==> src/rtl/i2c_bit_timer.sv <==
module i2c_bit_timer #(
  parameter int CNT_W   = 8,
  parameter int PRE_W   = 3,
  parameter int SDA_LAT = 1
) (
  input  logic             clk,
  input  logic             rst_n,
  input  logic [PRE_W-1:0] cfg_pre_exp,
  input  logic [CNT_W-1:0] cfg_low_cnt,
  input  logic [CNT_W-1:0] cfg_high_cnt,
  input  logic [CNT_W-1:0] cfg_edge_cnt,
  input  logic [CNT_W-1:0] cfg_dv_cnt,
  input  logic             cmd_valid,
  input  logic [1:0]       cmd_kind,
  input  logic             cmd_bit,
  output logic             cmd_ready,
  input  logic             scl_in,
  output logic             scl_oe,
  output logic             sda_oe,
  output logic             cfg_err
);

  localparam int PS_W   = (1 << PRE_W) - 1;
  localparam int LO_MIN = (SDA_LAT + 2 > 3) ? SDA_LAT + 2 : 3;
  localparam logic [1:0] K_START = 2'd0;
  localparam logic [1:0] K_BIT   = 2'd1;
  localparam logic [1:0] K_STOP  = 2'd2;
  localparam logic [1:0] K_NOP   = 2'd3;

  typedef enum logic [2:0] {
    S_IDLE, S_HOLD, S_LOW, S_RISE, S_HIGH, S_SU, S_HD
  } st_t;

  st_t              st;
  logic [1:0]       op;
  logic             tgt;
  logic [PS_W-1:0]  ps, ps_lim;
  logic [PS_W:0]    unit;
  logic [CNT_W-1:0] cnt, len, lo_e, hi_e, sh_e, dv_e, dv_max;
  logic             lo_bad, hi_bad, sh_bad, dv_small, dv_big;
  logic             tick, last, go;

  assign unit   = (PS_W + 1)'(1) << cfg_pre_exp;
  assign ps_lim = PS_W'(unit - 1'b1);

  assign lo_bad   = cfg_low_cnt < CNT_W'(LO_MIN);
  assign hi_bad   = cfg_high_cnt == '0;
  assign sh_bad   = cfg_edge_cnt < CNT_W'(2);
  assign lo_e     = lo_bad ? CNT_W'(LO_MIN) : cfg_low_cnt;
  assign hi_e     = hi_bad ? CNT_W'(1) : cfg_high_cnt;
  assign sh_e     = sh_bad ? CNT_W'(2) : cfg_edge_cnt;
  assign dv_max   = lo_e - CNT_W'(SDA_LAT + 1);
  assign dv_small = cfg_dv_cnt == '0;
  assign dv_big   = cfg_dv_cnt > dv_max;
  assign dv_e     = dv_small ? CNT_W'(1) : (dv_big ? dv_max : cfg_dv_cnt);
  assign cfg_err  = lo_bad | hi_bad | sh_bad | dv_small | dv_big;

  always_comb begin
    case (st)
      S_LOW:   len = lo_e;
      S_HIGH:  len = hi_e;
      default: len = sh_e;
    endcase
  end

  assign tick      = ps == ps_lim;
  assign last      = tick && (cnt == len - 1'b1);
  assign cmd_ready = (st == S_IDLE) || (st == S_HOLD);
  assign scl_oe    = (st == S_HOLD) || (st == S_LOW);
  assign go        = cmd_valid && cmd_ready;

  always_ff @(posedge clk or negedge rst_n) begin
    if (!rst_n) begin
      st     <= S_IDLE;
      op     <= K_BIT;
      tgt    <= 1'b0;
      ps     <= '0;
      cnt    <= '0;
      sda_oe <= 1'b0;
    end else begin
      if (tick) begin
        ps  <= '0;
        cnt <= cnt + 1'b1;
      end else begin
        ps <= ps + 1'b1;
      end
      case (st)
        S_IDLE: begin
          ps  <= '0;
          cnt <= '0;
          if (go && cmd_kind == K_START) begin
            st <= S_RISE;
            op <= K_START;
          end
        end
        S_HOLD: begin
          ps  <= '0;
          cnt <= '0;
          if (go && cmd_kind != K_NOP) begin
            st  <= S_LOW;
            op  <= cmd_kind;
            tgt <= (cmd_kind == K_STOP) | ((cmd_kind == K_BIT) & ~cmd_bit);
          end
        end
        S_LOW: begin
          if (tick && cnt == dv_e - 1'b1) sda_oe <= tgt;
          if (last) begin
            st  <= S_RISE;
            ps  <= '0;
            cnt <= '0;
          end
        end
        S_RISE: begin
          ps  <= '0;
          cnt <= '0;
          if (scl_in) st <= (op == K_BIT) ? S_HIGH : S_SU;
        end
        S_HIGH: begin
          if (last) begin
            st  <= S_HOLD;
            ps  <= '0;
            cnt <= '0;
          end
        end
        S_SU: begin
          if (last) begin
            ps  <= '0;
            cnt <= '0;
            if (op == K_START) begin
              sda_oe <= 1'b1;
              st     <= S_HD;
            end else begin
              sda_oe <= 1'b0;
              st     <= S_IDLE;
            end
          end
        end
        S_HD: begin
          if (last) begin
            st  <= S_HOLD;
            ps  <= '0;
            cnt <= '0;
          end
        end
        default: st <= S_IDLE;
      endcase
    end
  end

endmodule

==> config.mk <==
export PLATFORM = sky130hd
export DESIGN_NAME = i2c_bit_timer
export DESIGN_NICKNAME = d
export VERILOG_FILES = /design/src/rtl/i2c_bit_timer.sv
export SDC_FILE = /design/constraint.sdc
export NUM_CORES = 1
export LEC_CHECK = 0
export ABC_AREA = 0
export BUFFER_PORTS_ARGS = -buffer_cell sky130_fd_sc_hd__buf_2
export CAP_MARGIN = 5
export CORE_MARGIN = 1.5
export CORE_UTILIZATION = 42
export CTS_BUF_LIST = sky130_fd_sc_hd__clkbuf_4
export CTS_CLUSTER_SIZE = 25
export DETAILED_ROUTE_END_ITERATION = 10
export PLACE_DENSITY = 0.71
export RECOVER_POWER = 100
export SYNTH_ARGS = -nofsm -noshare
export SYNTH_HDL_FRONTEND = slang
export SYNTH_SLANG_ARGS = --single-unit
export TNS_END_PERCENT = 20
==> constraint.sdc <==
create_clock -name clk -period 6.8 [get_ports clk]
set_input_delay 0.34 -clock clk [delete_from_list [all_inputs] [get_ports clk]]
set_output_delay 0.34 -clock clk [all_outputs]
set_load 0.05 [all_outputs]
==> run metrics <==
Required @ worst endpoint ~7.0 ns; TritonCTS buffer count 3; wire per inst roughly 16 um; first-pass GRT wire length around 13000 um; Worst Reg-to-Reg Cells 13; antenna cells 0; Synth Warn # 0; synth unique cells 69; Core Footprint ~6300 sq um; Worst Setup Start Kind input port; Tot GR Track Use 21.93%; NumNets Final ~440; Final GP Congestion 0.9505; CTS resizes 0; CP Capture Point sda_oe; Post-Syn Nets 401; max_slew headroom 5.436%; row cnt 29; Synth Register Bits 22; fin util a little under half; Crit Reg-Reg Endpoint cnt[0]; # DRC 0; final instance area between 2000 and 3000 sq um; peak supply drop about 0.00022 V; Setup TNS Final 0 ns; Remaining Overflow, GRT 0; Cell Area, Placed about 3000 sq um; CP startpoint cfg_low_cnt[6]; final wirelength 7533 um; crit path DAT between 5 and 6 ns; crit end category flip-flop; Post-Layout Cell Count 459; vias ~2.8k; kind of critical path input port to flip-flop; worst setup margin 1.289 ns; final setup violation count 0; Post-synth EDFFs 0; r2r setup slk ~1.5 ns; start point of the worst hold path cmd_kind[0]; top_reg_cell synth dfrtp_1; Reg clk slew, reported paths 0.12 ns; first-pass detailed-route iteration total 5; Die Span Y roughly 83 um; Final Hold Viols 0; commonest non-fill, non-tap cells in the layout 41 x buf_2, 40 x nor2_1, 26 x nand2_1; ANT nets after route 0; DP HPWL 5860 um; die area approximately 6900 sq um; TritonCTS clock tree built; Final period util about four fifths; RSZ-0062 raised after global routing false; f_max roughly 180 MHz; number of max-cap violations 0; clk_lat worst skew 0.30 ns; Initial Util between 40% and 50%; clk sink count 22; Syn Inst Count ~350; actual slew at the worst max-slew pin around 1.4 ns; dpl cells around 450; vias per std cell ~6.2; Max Slew Vio Count 0; synthesized area per cell roughly 7.8 sq um; area grow syn2layout 9.288%; Chip Width between 80 and 90 um; status finished, final reports clean; PortBufs 45; Place WS approximately 1.6 ns; start of the worst register-to-register path st[2]; Hold Crit Depth 3; root buffer cell clkbuf_4; Worst Skew roughly 0.0047 ns; Longest Clk Path Bufs 2; Leakage around 1.3 nW; htree depth 1; DRT iter0 DRCs 189; io pins 46; largest net degree at the start of global routing 26; initial antenna violation count 0; Netlist Area Pre-Place ~2700 sq um; Min-Delay Path Class input port to flip-flop; maximum fanout along the worst path 20; commonest non-fill, non-tap cell in the layout buf_2; layout cells sized above 1 13.87%; register area share after synthesis between 20% and 30%; vias in the first global route roughly 2.7k; pwr dens 297.4 nW/um^2; worst hold slack 0.2854 ns; asr flop ratio synth 100.0%; fin crit period approximately 5.5 ns; total chip power 0.8799 mW
## synth_stat cells, drive strengths merged, types with 2 or more instances
master / instances / area [sq um]
a211oi: 2 / 20.02
o21ai: 16 / 80.07
nor2: 41 / 158.9
inv: 13 / 48.80
xor2: 16 / 140.1
a21oi: 21 / 131.4
and4: 4 / 35.03
a211o: 3 / 26.28
o22ai: 4 / 25.02
or3: 5 / 36.28
nor3b: 4 / 30.03
clkbuf: 8 / 30.03
a311oi: 2 / 17.52
buf: 6 / 38.79
a21boi: 2 / 15.02
mux2i: 7 / 70.07
o311a: 2 / 20.02
and3b: 2 / 17.52
nand3: 13 / 65.06
o22a: 2 / 17.52
ha: 13 / 162.7
a2bb2oi: 2 / 17.52
a21o: 5 / 37.54
xnor2: 13 / 113.9
o31ai: 3 / 22.52
o211ai: 4 / 30.03
and2: 5 / 31.28
o2111ai: 2 / 17.52
a311o: 2 / 20.02
nand4: 10 / 62.56
a2111oi: 4 / 55.06
nor3: 12 / 60.06
nor4: 8 / 56.30
dfrtp: 21 / 525.5
or3b: 2 / 17.52
nor2b: 4 / 25.02
a31oi: 2 / 12.51
nand2b: 7 / 43.79
and3: 4 / 25.02
nand3b: 5 / 37.54
nand2: 26 / 97.59
o221ai: 2 / 17.52
o211a: 3 / 30.03
## report_power, final
part           switching [mW]  internal, mW
combinational           0.353         0.226
clock                  0.0391        0.0214
sequential             0.0785         0.161
## per-layer routing
metal	part of all wire, %	track usage (%)	up-vias
met4	2.0	5.606	0
met5	0	0	-
li1	-	-	1374
met3	6.0	2.386	15
met1	45	30.22	1335
met2	47	36.66	111
## final cells by class
type | instances | area, sq um
clock inverters | 1 | 3.754
well taps | 77 | 96.34
inverters | 13 | 48.80
flip-flops and latches | 22 | 551.8
fillers | 670 | 3318
clock buffers | 3 | 22.52
repair buffers | 46 | 230.2
multi-input cells | 297 | 2006
## cell families (layout without fill, tap and decap cells)
kind of cell / count (synthesis) / count (layout) / share of synthesized area (%)
compound gates: 91 / 91 / 25.60
xor+xnor: 30 / 30 / 10.26
fa+ha+maj: 13 / 13 / 6.008
buf+inv: 27 / 63 / 4.344
flops: 22 / 22 / 20.38
mux: 8 / 8 / 3.004
simple gates: 155 / 155 / 30.41
## how the worst min path moves through the flow
stage          endpoint  slack, ns
6_report          op[0]       0.29
3_5_place_dp      ps[5]       0.34
2_1_floorplan    cnt[0]       0.04
3_3_place_gp      ps[6]       0.34
5_1_grt           op[0]       0.30
4_1_cts           op[0]       0.28
## timing repair
| item | 4_1_cts | 5_1_grt |
|---|---|---|
| setup buffers | 0 | 0 |
| hold buffers | 1 | 0 |
| hold endpoints to repair | 21 | 0 |
## critical path, cell delays in order
cell and delay [ns]:
buf_2 0.12, nor4_1 0.81, a21o_1 0.27, inv_1 0.06, ha_1 0.23, nor3b_1 0.16, xnor2_1 0.24, ha_1 0.30
a211oi_1 0.25, nor2_1 0.07, o22ai_1 0.16, and2_0 0.84, nor2_1 0.17, nor3_1 0.19, ha_1 0.24, xor2_1 0.21
xnor2_1 0.09, nor4_1 0.29, nand4_1 0.18, o211a_1 0.23, a211o_1 0.26
## registers in the layout (all words and copies together) (netlist names)
signal  count
tgt         1
op          2
st          3
sda_oe      1
cnt         8
ps          7
Power figures use the tool's default switching activity.
